**src/rtl/serial_tx_pkg.sv**
```systemverilog
package serial_tx_pkg;

    typedef enum logic [2:0] {
        ST_IDLE     = 3'd0,
        ST_ARM_DATA = 3'd1,
        ST_START    = 3'd2,
        ST_DATA     = 3'd3,
        ST_STOP     = 3'd4,
        ST_ARM_BRK  = 3'd5,
        ST_BRK_LOW  = 3'd6,
        ST_BRK_MARK = 3'd7
    } tx_state_e;

endpackage

```
**src/rtl/serial_tx_fsm.sv**
```systemverilog
module serial_tx_fsm
    import serial_tx_pkg::*;
(
    input  logic      clk,
    input  logic      rst_n,
    input  logic      bit_tick,
    input  logic      take_data,
    input  logic      take_brk,
    input  logic      data_last,
    input  logic      brk_last,
    output tx_state_e state
);

    tx_state_e state_nx;

    always_comb begin
        state_nx = state;
        unique case (state)
            ST_IDLE: begin
                if (take_brk)       state_nx = ST_ARM_BRK;
                else if (take_data) state_nx = ST_ARM_DATA;
            end
            ST_ARM_DATA: if (bit_tick) state_nx = ST_START;
            ST_START:    if (bit_tick) state_nx = ST_DATA;
            ST_DATA:     if (bit_tick && data_last) state_nx = ST_STOP;
            ST_STOP:     if (bit_tick) state_nx = ST_IDLE;
            ST_ARM_BRK:  if (bit_tick) state_nx = ST_BRK_LOW;
            ST_BRK_LOW:  if (bit_tick && brk_last) state_nx = ST_BRK_MARK;
            ST_BRK_MARK: if (bit_tick) state_nx = ST_IDLE;
            default:     state_nx = ST_IDLE;
        endcase
    end

    always_ff @(posedge clk) begin
        if (!rst_n) state <= ST_IDLE;
        else        state <= state_nx;
    end

endmodule

```
**src/rtl/serial_tx_datapath.sv**
```systemverilog
module serial_tx_datapath
    import serial_tx_pkg::*;
#(
    parameter int DATA_W = 8
) (
    input  logic              clk,
    input  logic              rst_n,
    input  logic              bit_tick,
    input  tx_state_e         state,
    input  logic              load,
    input  logic              mode_in,
    input  logic [DATA_W:0]   data_in,
    output logic              bit_out,
    output logic              data_last,
    output logic              brk_last
);

    localparam int LONG_W = DATA_W + 1;
    localparam int CNT_W  = $clog2(LONG_W + 2);
    localparam logic [CNT_W-1:0] LAST_SHORT     = CNT_W'(DATA_W - 1);
    localparam logic [CNT_W-1:0] LAST_LONG      = CNT_W'(LONG_W - 1);
    localparam logic [CNT_W-1:0] BRK_LAST_SHORT = CNT_W'(DATA_W + 1);
    localparam logic [CNT_W-1:0] BRK_LAST_LONG  = CNT_W'(LONG_W + 1);

    logic [DATA_W:0]  shreg;
    logic [CNT_W-1:0] cnt;
    logic             long_q;

    // Mode and character are captured only at acceptance.
    always_ff @(posedge clk) begin
        if (!rst_n) begin
            shreg  <= '1;
            long_q <= 1'b0;
        end else if (load) begin
            long_q <= mode_in;
            shreg  <= mode_in ? data_in : {1'b0, data_in[DATA_W-1:0]};
        end else if (bit_tick && state == ST_DATA) begin
            shreg <= {1'b0, shreg[DATA_W:1]};
        end
    end

    // Bit counter shared by data bits and the break low period.
    always_ff @(posedge clk) begin
        if (!rst_n) begin
            cnt <= '0;
        end else if (bit_tick) begin
            if (state == ST_START || state == ST_ARM_BRK)     cnt <= '0;
            else if (state == ST_DATA || state == ST_BRK_LOW) cnt <= cnt + 1'b1;
        end
    end

    assign bit_out   = shreg[0];
    assign data_last = (cnt == (long_q ? LAST_LONG : LAST_SHORT));
    assign brk_last  = (cnt == (long_q ? BRK_LAST_LONG : BRK_LAST_SHORT));

endmodule

```
**src/rtl/serial_tx_break.sv**
```systemverilog
module serial_tx_break
    import serial_tx_pkg::*;
#(
    parameter int DATA_W = 8
) (
    input  logic            clk,
    input  logic            rst_n,
    input  logic            bit_tick,
    input  logic            nine_bit_mode,
    input  logic            tx_valid,
    input  logic [DATA_W:0] tx_data,
    output logic            tx_ready,
    input  logic            brk_req,
    output logic            tx_line,
    output logic            frame_done
);

    tx_state_e state;
    logic      take_data;
    logic      take_brk;
    logic      data_last;
    logic      brk_last;
    logic      bit_out;
    logic      is_idle;

    assign is_idle   = (state == ST_IDLE);
    assign take_brk  = is_idle && brk_req;
    assign take_data = tx_valid && tx_ready;

    serial_tx_fsm u_fsm (
        .clk       (clk),
        .rst_n     (rst_n),
        .bit_tick  (bit_tick),
        .take_data (take_data),
        .take_brk  (take_brk),
        .data_last (data_last),
        .brk_last  (brk_last),
        .state     (state)
    );

    serial_tx_datapath #(.DATA_W(DATA_W)) u_dp (
        .clk       (clk),
        .rst_n     (rst_n),
        .bit_tick  (bit_tick),
        .state     (state),
        .load      (take_data || take_brk),
        .mode_in   (nine_bit_mode),
        .data_in   (tx_data),
        .bit_out   (bit_out),
        .data_last (data_last),
        .brk_last  (brk_last)
    );

    // Output decode
    always_comb begin
        tx_ready   = 1'b0;
        tx_line    = 1'b1;
        frame_done = 1'b0;
        unique case (state)
            ST_IDLE:     tx_ready = !brk_req;
            ST_ARM_DATA: tx_line = 1'b1;
            ST_START:    tx_line = 1'b0;
            ST_DATA:     tx_line = bit_out;
            ST_STOP:     frame_done = bit_tick;
            ST_ARM_BRK:  tx_line = 1'b1;
            ST_BRK_LOW:  tx_line = 1'b0;
            ST_BRK_MARK: frame_done = bit_tick;
            default:     tx_line = 1'b1;
        endcase
    end

endmodule

```
**config.mk**
```make
export PLATFORM = sky130hd
export DESIGN_NAME = serial_tx_break
export DESIGN_NICKNAME = d
export VERILOG_FILES = /design/src/rtl/serial_tx_pkg.sv /design/src/rtl/serial_tx_fsm.sv /design/src/rtl/serial_tx_datapath.sv /design/src/rtl/serial_tx_break.sv
export SDC_FILE = /design/constraint.sdc
export NUM_CORES = 1
export LEC_CHECK = 0
export ABC_AREA = 1
export BUFFER_PORTS_ARGS = -buffer_cell sky130_fd_sc_hd__buf_4
export CORE_MARGIN = 4
export CORE_UTILIZATION = 45
export DETAILED_ROUTE_END_ITERATION = 10
export GPL_TIMING_DRIVEN = 0
export PLACE_DENSITY = 0.69
export SLEW_MARGIN = 10
export SYNTH_ARGS = -nofsm -noshare
export SYNTH_HDL_FRONTEND = slang
export SYNTH_HIERARCHICAL = 1
export SYNTH_SLANG_ARGS = --single-unit
```
**constraint.sdc**
```tcl
create_clock -name clk -period 3.6 [get_ports clk]
set_input_delay 0.54 -clock clk [delete_from_list [all_inputs] [get_ports clk]]
set_output_delay 0.54 -clock clk [all_outputs]
set_load 0.01 [all_outputs]
```
Word level (Yosys, flattened, before mapping)
Index checks and enable logic that the tools add are counted.
W data, S select, Z words.
{"block": "word_totals", "output_inout_bits": 3, "wordCells": 56, "input_bits": 15, "ff_bits": 17}
{"block": "op_classes", "mux": 19, "n_reduce_logical": 16, "n_addsub": 1, "n_eq_ne": 16}
{"operator": "$mux W9", "count": 3}
{"operator": "$mux W3", "count": 8}
{"operator": "$pmux W3 S7", "count": 1}
{"operator": "$eq A3 B3 Y1 const B", "count": 4}
{"operator": "$mux W4", "count": 3}
{"operator": "$ne A2 B2 Y1 const B", "count": 5}
{"operator": "$eq A4 B4 Y1", "count": 2}
{"operator": "$reduce_and A7 Y1", "count": 1}
{"operator": "$eq A3 B2 Y1 const B", "count": 2}
{"operator": "$logic_and A1 B1 Y1", "count": 5}
{"operator": "$add A4 B1 Y4 const B", "count": 1}
{"operator": "$reduce_bool A2 Y1", "count": 2}
{"operator": "$reduce_or A2 Y1", "count": 2}
{"operator": "$eq A3 B1 Y1 const B", "count": 1}
{"operator": "$logic_not A3 Y1", "count": 1}
{"operator": "$logic_or A1 B1 Y1", "count": 3}
{"operator": "$ne A3 B3 Y1 const B", "count": 1}
{"operator": "$mux W1", "count": 2}
{"operator": "$mux W2", "count": 1}
{"operator": "$ne A2 B1 Y1 const B", "count": 1}
{"operator": "$pmux W1 S2", "count": 1}
{"operator": "$reduce_and A2 Y1", "count": 1}
{"operator": "$logic_not A1 Y1", "count": 1}

Logic depth before layout (Yosys ltp)
Gate-level depths: netlist of run 1.
{"block": "logic_depth", "depth_word": 6, "mapped_depth": 10, "mapped_depth_nobuf": 10}

Modules after synthesis
Netlist of run 1, hierarchy kept.
{"module": "serial_tx_datapath", "n_inst": 1, "area_each_um2": 768.2, "cells_each": 111}
{"module": "serial_tx_fsm", "n_inst": 1, "area_each_um2": 236.5, "cells_each": 39}
{"module": "serial_tx_break", "n_inst": 1, "area_each_um2": 73.8, "cells_each": 17}

Worst setup path before layout of run 1
No wires, ideal clock.
{"block": "synth_path", "path_kind": "reg-to-output", "startpoint": "register u_fsm.state[0]", "endpoint": "output frame_done", "path_stages_with_launch": 5, "arrival_time_ns": 0.845, "path_slack_ns": 2.215, "t_required_ns": 3.060, "path_buffers": 0, "path_cell_list": "dfxtp_1 nand2_1 inv_1 nor2_1 nor2_1"}
{"block": "synth_between", "elab_chain_len": 3}
{"element": "start, declared", "line_no": "serial_tx_fsm.sv:11", "text": "output tx_state_e state"}
{"element": "start signal, assigned", "line_no": "serial_tx_fsm.sv:36", "text": "else state <= state_nx;"}
{"element": "$eq A3 B3 Y1", "line_no": "serial_tx_break.sv:59", "text": "unique case (state)"}
{"element": "$reduce_or A2 Y1 (no source line) *"}
{"element": "$mux W1 *", "line_no": "serial_tx_break.sv:59"}
{"element": "end, declared", "line_no": "serial_tx_break.sv:15", "text": "output logic frame_done"}
Every way passes the cells marked *; elsewhere a longest branch is shown, timed or not.

Worst setup path after layout of run 1
Same ends and word-level chain as after synthesis.

==> results.ini, run 1 <==
[place]
port-buffer-count = 17
place_inst = 212
pre_cts_slack_ps = 2020
dp_hpwl_um = 1750
gp_congestion = 0.801

[worst_setup_path]
cp_data_arrival_time_ps = 1320
cp-start-kind = flip-flop
critPathCaptureType = primary output
crit_type = reg -> out
r2r_slack_ps = 2010
critPathRequiredTime_ps = 3060
reg2reg_depth = 8
critPathMaxFanout = 12

[final_layout]
n_antenna_cell = 0
nets = 205
final_util = 0.562
fillers = 253
area_growth_pct = 17.5
multiInputGateArea_um2 = 654
regArea_um2 = 340
layoutNonFillerInstCount = 216
drive_gt1_frac = 0.218

[global_routing]
antenna_found_initial = 0
grt_busiest_layer = met2
grt-ovfl-total = 0
met1_usage = 0.202
grt_pass1_wl_um = 4150
met3_usage = 0.0226
grt_start_max_net_pins = 13
use_met2 = 0.268
grt_use_total = 0.158
grt_pass1_vias = 969

[timing]
finalSetupViolations = 0
rsz0062_at_grt = no
postLayoutSetupSlackWorst_ps = 1740
drv_slew = 0
worst_pin_slew_ps = 484
min_period_ps = 1860
hold_viol_final = 0
skew_ps = 4.58
fin_tns_setup_ps = 0
finalCritPeriodShare = 0.516
max_clock_freq_ghz = 0.539
slew_headroom = 0.677

[die]
dieArea_um2 = 3240
pin_count = 18
die_x_um = 57.0
core_um2 = 2250
die_height_um = 57.0
start_util = 0.478
placementRows = 17

[clock_network]
cts_tree = done
cts_hold_buf = 0
ctsHtreeMaxLevel = 1
max-clock-path-buffers = 2
postCtsSetupBuffers = 0
cts.sinks = 17
cts_resized = 0
cts-root-buf = clkbuf_4
clk_pin_slew_worst_paths_ps = 100
numCtsBuffers = 3
clk_latency_ps = 280

[detailed_routing]
wl_um = 2320
ant_nets = 0
dr_total_vias = 1054
drt_iter0_markers = 27
drt_first_pass_iters = 4
via_per_inst = 4.88
drcViolationCount = 0
wl_per_cell_um = 10.7

[logic_synthesis]
yosysTopAreaCellShare = 0.316
yosysTopAreaCell = dfxtp_1
synth_cell_type_count = 25
syn_nets = 183
ys_seq_elements = 17
ys_warn_count = 6
syn_avg_cell_area_um2 = 6.46
synthTopCellsByArea = dfxtp_1, nand2_1, nand3_1, nor2_1, inv_1
synth_area_um2 = 1080
synth_seq_area_share = 0.316
syn_inst = 167

[flow_run]
drv_cap = 0

[power_and_ir_drop]
ir_drop_mv = 0.354
leakage_nw = 0.639
total_power_mw = 0.848
power_density_nw_per_um2 = 669

[min_path]
min_path_cells = 2
hold_path_class = reg -> reg

[run_status]
status = finished, final reports clean

[cell usage after synthesis (all sizes together)]
cell   instances
nand4          2
ha             1
and2           1
dfxtp         17
and3b          1
nor3           1
nor2          26
buf            1
inv           21
nand3         28
nand2         49
xnor2          1
o21ai          4
a21oi         13
xor2           1
[sequential cells by signal, indices dropped and copies added (netlist names)]
| signal | count |
|---|---|
| u_dp/shreg | 9 |
| u_dp/long_q | 1 |
| u_fsm/state | 3 |
| u_dp/cnt | 4 |
[path summary, 6_finish.rpt]
check | to | from
hold / removal | u_dp/shreg[3]$_SDFFE_PN1P_ | u_dp/shreg[3]$_SDFFE_PN1P_
hold reg to reg | u_dp/shreg[3]$_SDFFE_PN1P_ | u_dp/shreg[3]$_SDFFE_PN1P_
setup / recovery | frame_done | u_fsm/state[0]$_SDFFE_PN0P_
setup reg to reg | u_fsm/state[0]$_SDFFE_PN0P_ | u_fsm/state[0]$_SDFFE_PN0P_
[layout by cell type (no fill, tap or decap)]
| cell | n |
|---|---|
| nand2_1 | 44 |
| clkbuf_4 | 3 |
| buf_2 | 1 |
| buf_4 | 17 |
| nor2_4 | 1 |
| nor2_1 | 19 |
| nor2_2 | 5 |
| clkbuf_1 | 1 |
| nand2_2 | 4 |
| nor3_1 | 1 |
| xor2_1 | 1 |
| a21oi_2 | 1 |
| nand2_4 | 1 |
| nand4_1 | 1 |
| a21oi_1 | 12 |
| nor2_8 | 1 |
| nand4_4 | 1 |
| and2_4 | 1 |
| ha_1 | 1 |
| nand3_2 | 2 |
| and3b_1 | 1 |
| dfxtp_1 | 17 |
| xnor2_1 | 1 |
| inv_1 | 18 |
| o21ai_1 | 2 |
| inv_2 | 3 |
| o21ai_0 | 2 |
| nand3_1 | 26 |
[report_power, final]
part / total, mW / switching, mW / internal, mW
logic: 0.421 / 0.249 / 0.172
registers: 0.327 / 0.0756 / 0.252
clock network: 0.100 / 0.0573 / 0.0430
[final cells by class]
type / instances / share of cell area
plain buffers: 1 / 0.00395
well taps: 28 / 0.0276
inverters: 21 / 0.0622
flip-flops and latches: 17 / 0.269
repair buffers: 17 / 0.101
multi-input cells: 128 / 0.516
clock buffers: 4 / 0.0207
[worst max-delay path, cell delays in order, from the launching register on]
cell     delay, ps
dfxtp_1        630
nor2_2         110
nor2_1         110
nor2_1          40
buf_4          130
[metrics by stage]
| stage | area, µm² | hold WS [ps] |
|---|---|---|
| 2_1_floorplan | 1080 | 424 |
| 3_3_place_gp | 1240 | 439 |
| 3_5_place_dp | 1240 | 446 |
| 4_1_cts | 1270 | 469 |
| 5_1_grt | 1270 | 471 |
| 6_report | 1270 | 467 |
[metal layers]
layer,vias up,share of wire
li1,580,-
met1,454,0.46
met2,18,0.49
met3,2,0.042
met4,0,0.0060
met5,-,0
[cells by family after synthesis]
| kind of cell | count (synthesis) | synth area share |
|---|---|---|
| AO/OA/AOI/OAI | 17 | 0.0824 |
| XOR/XNOR | 2 | 0.0162 |
| adder cells (fa/ha/maj) | 1 | 0.0116 |
| buffers and inverters | 22 | 0.0777 |
| flip-flops | 17 | 0.316 |
| AND/OR/NAND/NOR | 108 | 0.497 |
Power figures use the tool's default switching activity.
==> run 2, diff against run 1 <==
--- a/config.mk
+++ b/config.mk
@@ -11,7 +11,7 @@
 export CORE_UTILIZATION = 45
 export DETAILED_ROUTE_END_ITERATION = 10
 export GPL_TIMING_DRIVEN = 0
-export PLACE_DENSITY = 0.69
+export PLACE_DENSITY = 0.72
 export SLEW_MARGIN = 10
 export SYNTH_ARGS = -nofsm -noshare
 export SYNTH_HDL_FRONTEND = slang
==> constraint.sdc (replaced) <==
create_clock -name clk -period 1.6 [get_ports clk]
set_input_delay 0.24 -clock clk [delete_from_list [all_inputs] [get_ports clk]]
set_output_delay 0.24 -clock clk [all_outputs]
set_load 0.01 [all_outputs]
==> results.ini, run 2 (synthesis gave the netlist of run 1 again) <==
[timing]
skew_ps = 5.33
max_clock_freq_ghz = 0.694
fin_tns_setup_ps = 0
rsz0062_at_grt = no
finalCritPeriodShare = 0.900
drv_slew = 0
min_period_ps = 1440
hold_slack_ps = 159
slew_headroom = 0.820
hold_viol_final = 0
finalSetupViolations = 0
worst_pin_slew_ps = 269

[worst_setup_path]
critPathMaxFanout = 5
cp-start-kind = flip-flop
cp_num_cells = 7
worstPathCellList = xor2_1 -> and3b_1 -> nand2_1 -> nand2_1 -> nand3_1 -> o21ai_0 -> nor2_2
cp_num_buf_inv = 0
crit_top_cell = nand2_1
reg2reg_depth = 7
cp_data_arrival_time_ps = 1640
critPathCaptureType = flip-flop
cp_slowest_cell = dfxtp_1
max_stage_delay_ps = 450
crit_type = reg -> reg
critPathRequiredTime_ps = 1800
crit_family = simple AND/OR/NAND/NOR gates

[min_path]
min_path_cells = 3
hold_path_class = in -> reg

[clock_network]
max-clock-path-buffers = 2
numCtsBuffers = 3
cts.sinks = 17
cts_tree = done
ctsHtreeMaxLevel = 1
cts-root-buf = clkbuf_4
clk_pin_slew_worst_paths_ps = 110
clk_latency_ps = 300

[power_and_ir_drop]
p_clk_frac = 0.123
ir_drop_mv = 0.914
switchingPower_mw = 0.882
p_comb_frac = 0.493
sw_frac_of_total = 0.456
power_frac_seq = 0.384
power_density_nw_per_um2 = 1520
leakage_nw = 0.643
power.internal_mw = 1.05

[final_layout]
largest_register_ff_count = 9
regMostFlops = u_dp/shreg
top_regs = u_dp/shreg x9, u_dp/cnt x4, u_fsm/state x3
drive_gt1_frac = 0.239
n_antenna_cell = 0
layoutNonFillerInstCount = 216
nets = 205
final_common_cell = nand2_1
area_growth_pct = 18.0
final_cell_mix = nand2_1, nand3_1, nor2_1, inv_1, buf_4

[detailed_routing]
wl_per_cell_um = 10.5
dr_total_vias = 1081
via_per_inst = 5.00
ant_nets = 0
drt_iter0_markers = 34
drcViolationCount = 0
drt_first_pass_iters = 4
wl_um = 2270

[global_routing]
grt-ovfl-total = 0
grt_pass1_wl_um = 3780
grt_pass1_vias = 905
grt_start_max_net_pins = 13
grt_use_total = 0.143
antenna_found_initial = 0

[flow_run]
drv_cap = 0

[place]
place_inst = 212
gp_congestion = 0.809
port-buffer-count = 17
dp_hpwl_um = 1800

[die]
placementRows = 17
die_x_um = 57.0
dieArea_um2 = 3240
core_um2 = 2250
pin_count = 18
die_height_um = 57.0
start_util = 0.478

[run_status]
status = finished, final reports clean

run 2: cell types whose count changed in the layout (fill, tap and decap cells not counted), sizes merged:
cell / before / now
clkbuf: 4 / 3
clkinv: 0 / 1
run 2: metal layers:
| metal | global-route usage | vias up | wire [µm] |
|---|---|---|---|
| met5 | 0 | - | 0 |
| met4 | 0.0298 | 0 | 17 |
| met3 | 0.0430 | 4 | 122 |
| met2 | 0.237 | 18 | 1080 |
| met1 | 0.185 | 484 | 1050 |
| li1 | - | 575 | - |
run 2: repair_timing:
item	in CTS	in global routing
endpoints found under the hold margin	0	0
setup endpoints to repair	0	14
setup buffers	0	0
hold buffers	0	0
gates resized for setup	0	3
run 2: through the flow:
stage	instance area, µm²	total power [mW]	worst slack (ps)	util
after global routing	1270	2.11	30.8	0.564
after detailed placement	1240	1.70	27.6	0.550
final	1270	1.94	159	0.564
after floorplan	1080	1.47	236	-
after global placement	1240	1.66	74.1	0.550
after CTS	1270	1.94	5.39	0.563
run 2: worst reg2reg max path, stage by stage, from the launching register on:
cell	delay [ps]
dfxtp_1	450
xor2_1	200
and3b_1	180
nand2_1	50
nand2_1	120
nand3_1	100
o21ai_0	200
nor2_2	60
run 2: worst paths after layout:
path,start,end,slack (ps)
max,u_dp/long_q$_SDFFE_PN0P_,u_fsm/state[0]$_SDFFE_PN0P_,160
min,tx_data[3],u_dp/shreg[3]$_SDFFE_PN1P_,160
max reg2reg,u_dp/long_q$_SDFFE_PN0P_,u_fsm/state[0]$_SDFFE_PN0P_,160
min reg2reg,u_dp/shreg[6]$_SDFFE_PN1P_,u_dp/shreg[6]$_SDFFE_PN1P_,470
run 2: area by class of cell:
cell class                      instances  area (µm²)
Clock buffer                            3        22.5
Tap cell                               28        35.0
Timing Repair Buffer                   17         128
Fill cell                             232         982
Inverter                               21        78.8
Sequential cell                        17         344
Buffer                                  1        5.00
Clock inverter                          1        5.00
Multi-Input combinational cell        128         654
run 2: power groups by stage:
stage / registers, mW / logic, mW / clock network (mW)
2_1_floorplan: 0.703 / 0.763 / 0
3_3_place_gp: 0.735 / 0.922 / 0
3_5_place_dp: 0.745 / 0.955 / 0
4_1_cts: 0.735 / 0.956 / 0.248
5_1_grt: 0.767 / 1.08 / 0.262
6_report: 0.743 / 0.954 / 0.238
==> run 3, diff against run 2 <==
--- a/config.mk
+++ b/config.mk
@@ -11,9 +11,8 @@
 export CORE_UTILIZATION = 45
 export DETAILED_ROUTE_END_ITERATION = 10
 export GPL_TIMING_DRIVEN = 0
-export PLACE_DENSITY = 0.72
+export PLACE_DENSITY = 0.79
 export SLEW_MARGIN = 10
 export SYNTH_ARGS = -nofsm -noshare
 export SYNTH_HDL_FRONTEND = slang
-export SYNTH_HIERARCHICAL = 1
 export SYNTH_SLANG_ARGS = --single-unit
==> results.ini, run 3 <==
[run_status]
status = finished, final reports clean

[global_routing]
met3_usage = 0.0360
grt-ovfl-total = 0
met1_usage = 0.189
grt_pass1_wl_um = 3460
grt_pass1_vias = 869
antenna_found_initial = 0
use_met2 = 0.274
grt_start_max_net_pins = 11
grt_busiest_layer = met2
grt_use_total = 0.160

[detailed_routing]
drt_iter0_markers = 15
drcViolationCount = 0
wl_um = 2010
via_per_inst = 5.16
wl_per_cell_um = 10.7
dr_total_vias = 971
drt_first_pass_iters = 4
ant_nets = 0

[clock_network]
ctsHtreeMaxLevel = 1
clk_latency_ps = 290
max-clock-path-buffers = 2
numCtsBuffers = 3
cts-root-buf = clkbuf_4
cts_tree = done
clk_pin_slew_worst_paths_ps = 100
cts.sinks = 17

[logic_synthesis]
yosys.area_share.xor_xnor = 0
synth_compound_area_frac = 0.184
yosysTopAreaCellShare = 0.357
syn_inst = 141
ys_warn_count = 0
synthMostInstantiatedCell = nand2_1
synth_seq_area_share = 0.357
syn_avg_cell_area_um2 = 6.76
synth_top_family_by_area = simple AND/OR/NAND/NOR gates
ys.flop_type = dfxtp_1
synth_area_um2 = 953
async_flop_share = 0
syn_nets = 157
synth_cell_type_count = 25
synthTopCellsByArea = dfxtp_1, nand2_1, nor2_1, a21oi_1, inv_1
yosysTopAreaCell = dfxtp_1
synth-edff-count = 0
ys_seq_elements = 17
synthTopCellsByCount = nand2_1, dfxtp_1, nor2_1
synthAdderAreaFrac = 0.0131
synth-simple-area-share = 0.364
synth_mux_area_frac = 0

[timing]
rsz0062_at_grt = no
finalCritPeriodShare = 0.907
hold_viol_final = 0
fin_tns_setup_ps = 0
finalSetupViolations = 0
max_clock_freq_ghz = 0.689
skew_ps = 5.73
drv_slew = 0
slew_headroom = 0.739
worst_pin_slew_ps = 391
min_period_ps = 1450

[final_layout]
stdcell_area_um2 = 1140
multiInputGateArea_um2 = 534
largest_register_ff_count = 9
drive_gt1_frac = 0.230
regArea_um2 = 343
regMostFlops = u_dp.shreg
n_antenna_cell = 0
area_growth_pct = 19.3
final_common_cell = nand2_1
fillers = 182
nets = 178
top_regs = u_dp.shreg x9, u_dp.cnt x4, u_fsm.state x3
final_cell_mix = nand2_1, nor2_1, buf_4, dfxtp_1, inv_1

[place]
dp_hpwl_um = 1560
port-buffer-count = 16
placed_area_um2 = 1110
gp_congestion = 0.787

[worst_setup_path]
cp-start-kind = flip-flop
crit_type = reg -> out
critPathRequiredTime_ps = 1360
critPathCaptureType = primary output
cp_data_arrival_time_ps = 1210
critPathMaxFanout = 6

[die]
placementRows = 16
die_x_um = 54.0
pin_count = 18
dieArea_um2 = 2920
start_util = 0.481
core_um2 = 1980
die_height_um = 54.0

[power_and_ir_drop]
power_density_nw_per_um2 = 1780
ir_drop_mv = 0.869
leakage_nw = 0.534

[min_path]
hold_path_class = in -> reg

[flow_run]
drv_cap = 0

run 3: cell count changes in the layout (fill, tap and decap cells not counted), sizes merged, moves of 2 or more:
| cell | before | now |
|---|---|---|
| a32oi | 0 | 2 |
| a21oi | 13 | 10 |
| nand2 | 49 | 43 |
| nor2 | 26 | 19 |
| o211ai | 0 | 7 |
| nand3 | 28 | 10 |
| inv | 21 | 17 |
| a211oi | 0 | 2 |
run 3: through the flow:
stage          hold slack, ps  std cells  setup slack, ps  utilization  power (mW)
6_report                  165        188              149        0.574        2.02
5_1_grt                   179        188             52.8        0.574        2.24
4_1_cts                   157        188             82.7        0.573        2.02
3_5_place_dp              458        184              228        0.559        1.79
3_3_place_gp              451        184              255        0.559        1.76
2_1_floorplan             360        141              352            -        1.53
run 3: what timing repair did:
action                                  4_1_cts  5_1_grt
gates resized for setup                       0        2
hold buffers                                  0        0
endpoints found under the setup margin        0        1
buffers inserted                              0        0
run 3: cell families after synthesis:
kind of cell	after synthesis
fa+ha+maj	1
flops	17
compound gates	27
simple gates	77
buf+inv	19
run 3: worst paths after layout:
check	startpoint	end	slack, ps	cells after the start
setup / recovery	u_fsm.state[2]$_SDFFE_PN0P_	frame_done	150	3
hold / removal	tx_data[6]	u_dp.shreg[6]$_SDFFE_PN1P_	170	3
setup reg to reg	u_fsm.state[2]$_SDFFE_PN0P_	u_dp.shreg[5]$_SDFFE_PN1P_	220	7
hold reg to reg	u_dp.shreg[8]$_SDFFE_PN1P_	u_dp.shreg[8]$_SDFFE_PN1P_	480	2
run 3: critical path: stages, from the launching register on:
cell and delay (ps):
dfxtp_1 480, inv_2 100, nor3_1 200, buf_4 150
run 3: area by class of cell:
class	count	share of cell area
Clock buffer	3	0.0198
Sequential cell	17	0.301
Clock inverter	1	0.00440
Buffer	2	0.0132
Multi-Input combinational cell	105	0.470
Tap cell	27	0.0297
Inverter	17	0.0561
Timing Repair Buffer	16	0.106
run 3: power breakdown:
group	total, mW	switching [mW]	internal [mW]
Combinational	1.08	0.672	0.408
Clock	0.233	0.140	0.0930
Sequential	0.711	0.120	0.590
Total	2.02	0.931	1.09
run 3: per-layer routing:
metal / routed length (µm) / vias to the layer above
li1: - / 507
met5: 0 / -
met2: 929 / 28
met4: 24 / 0
met1: 949 / 432
met3: 106 / 4
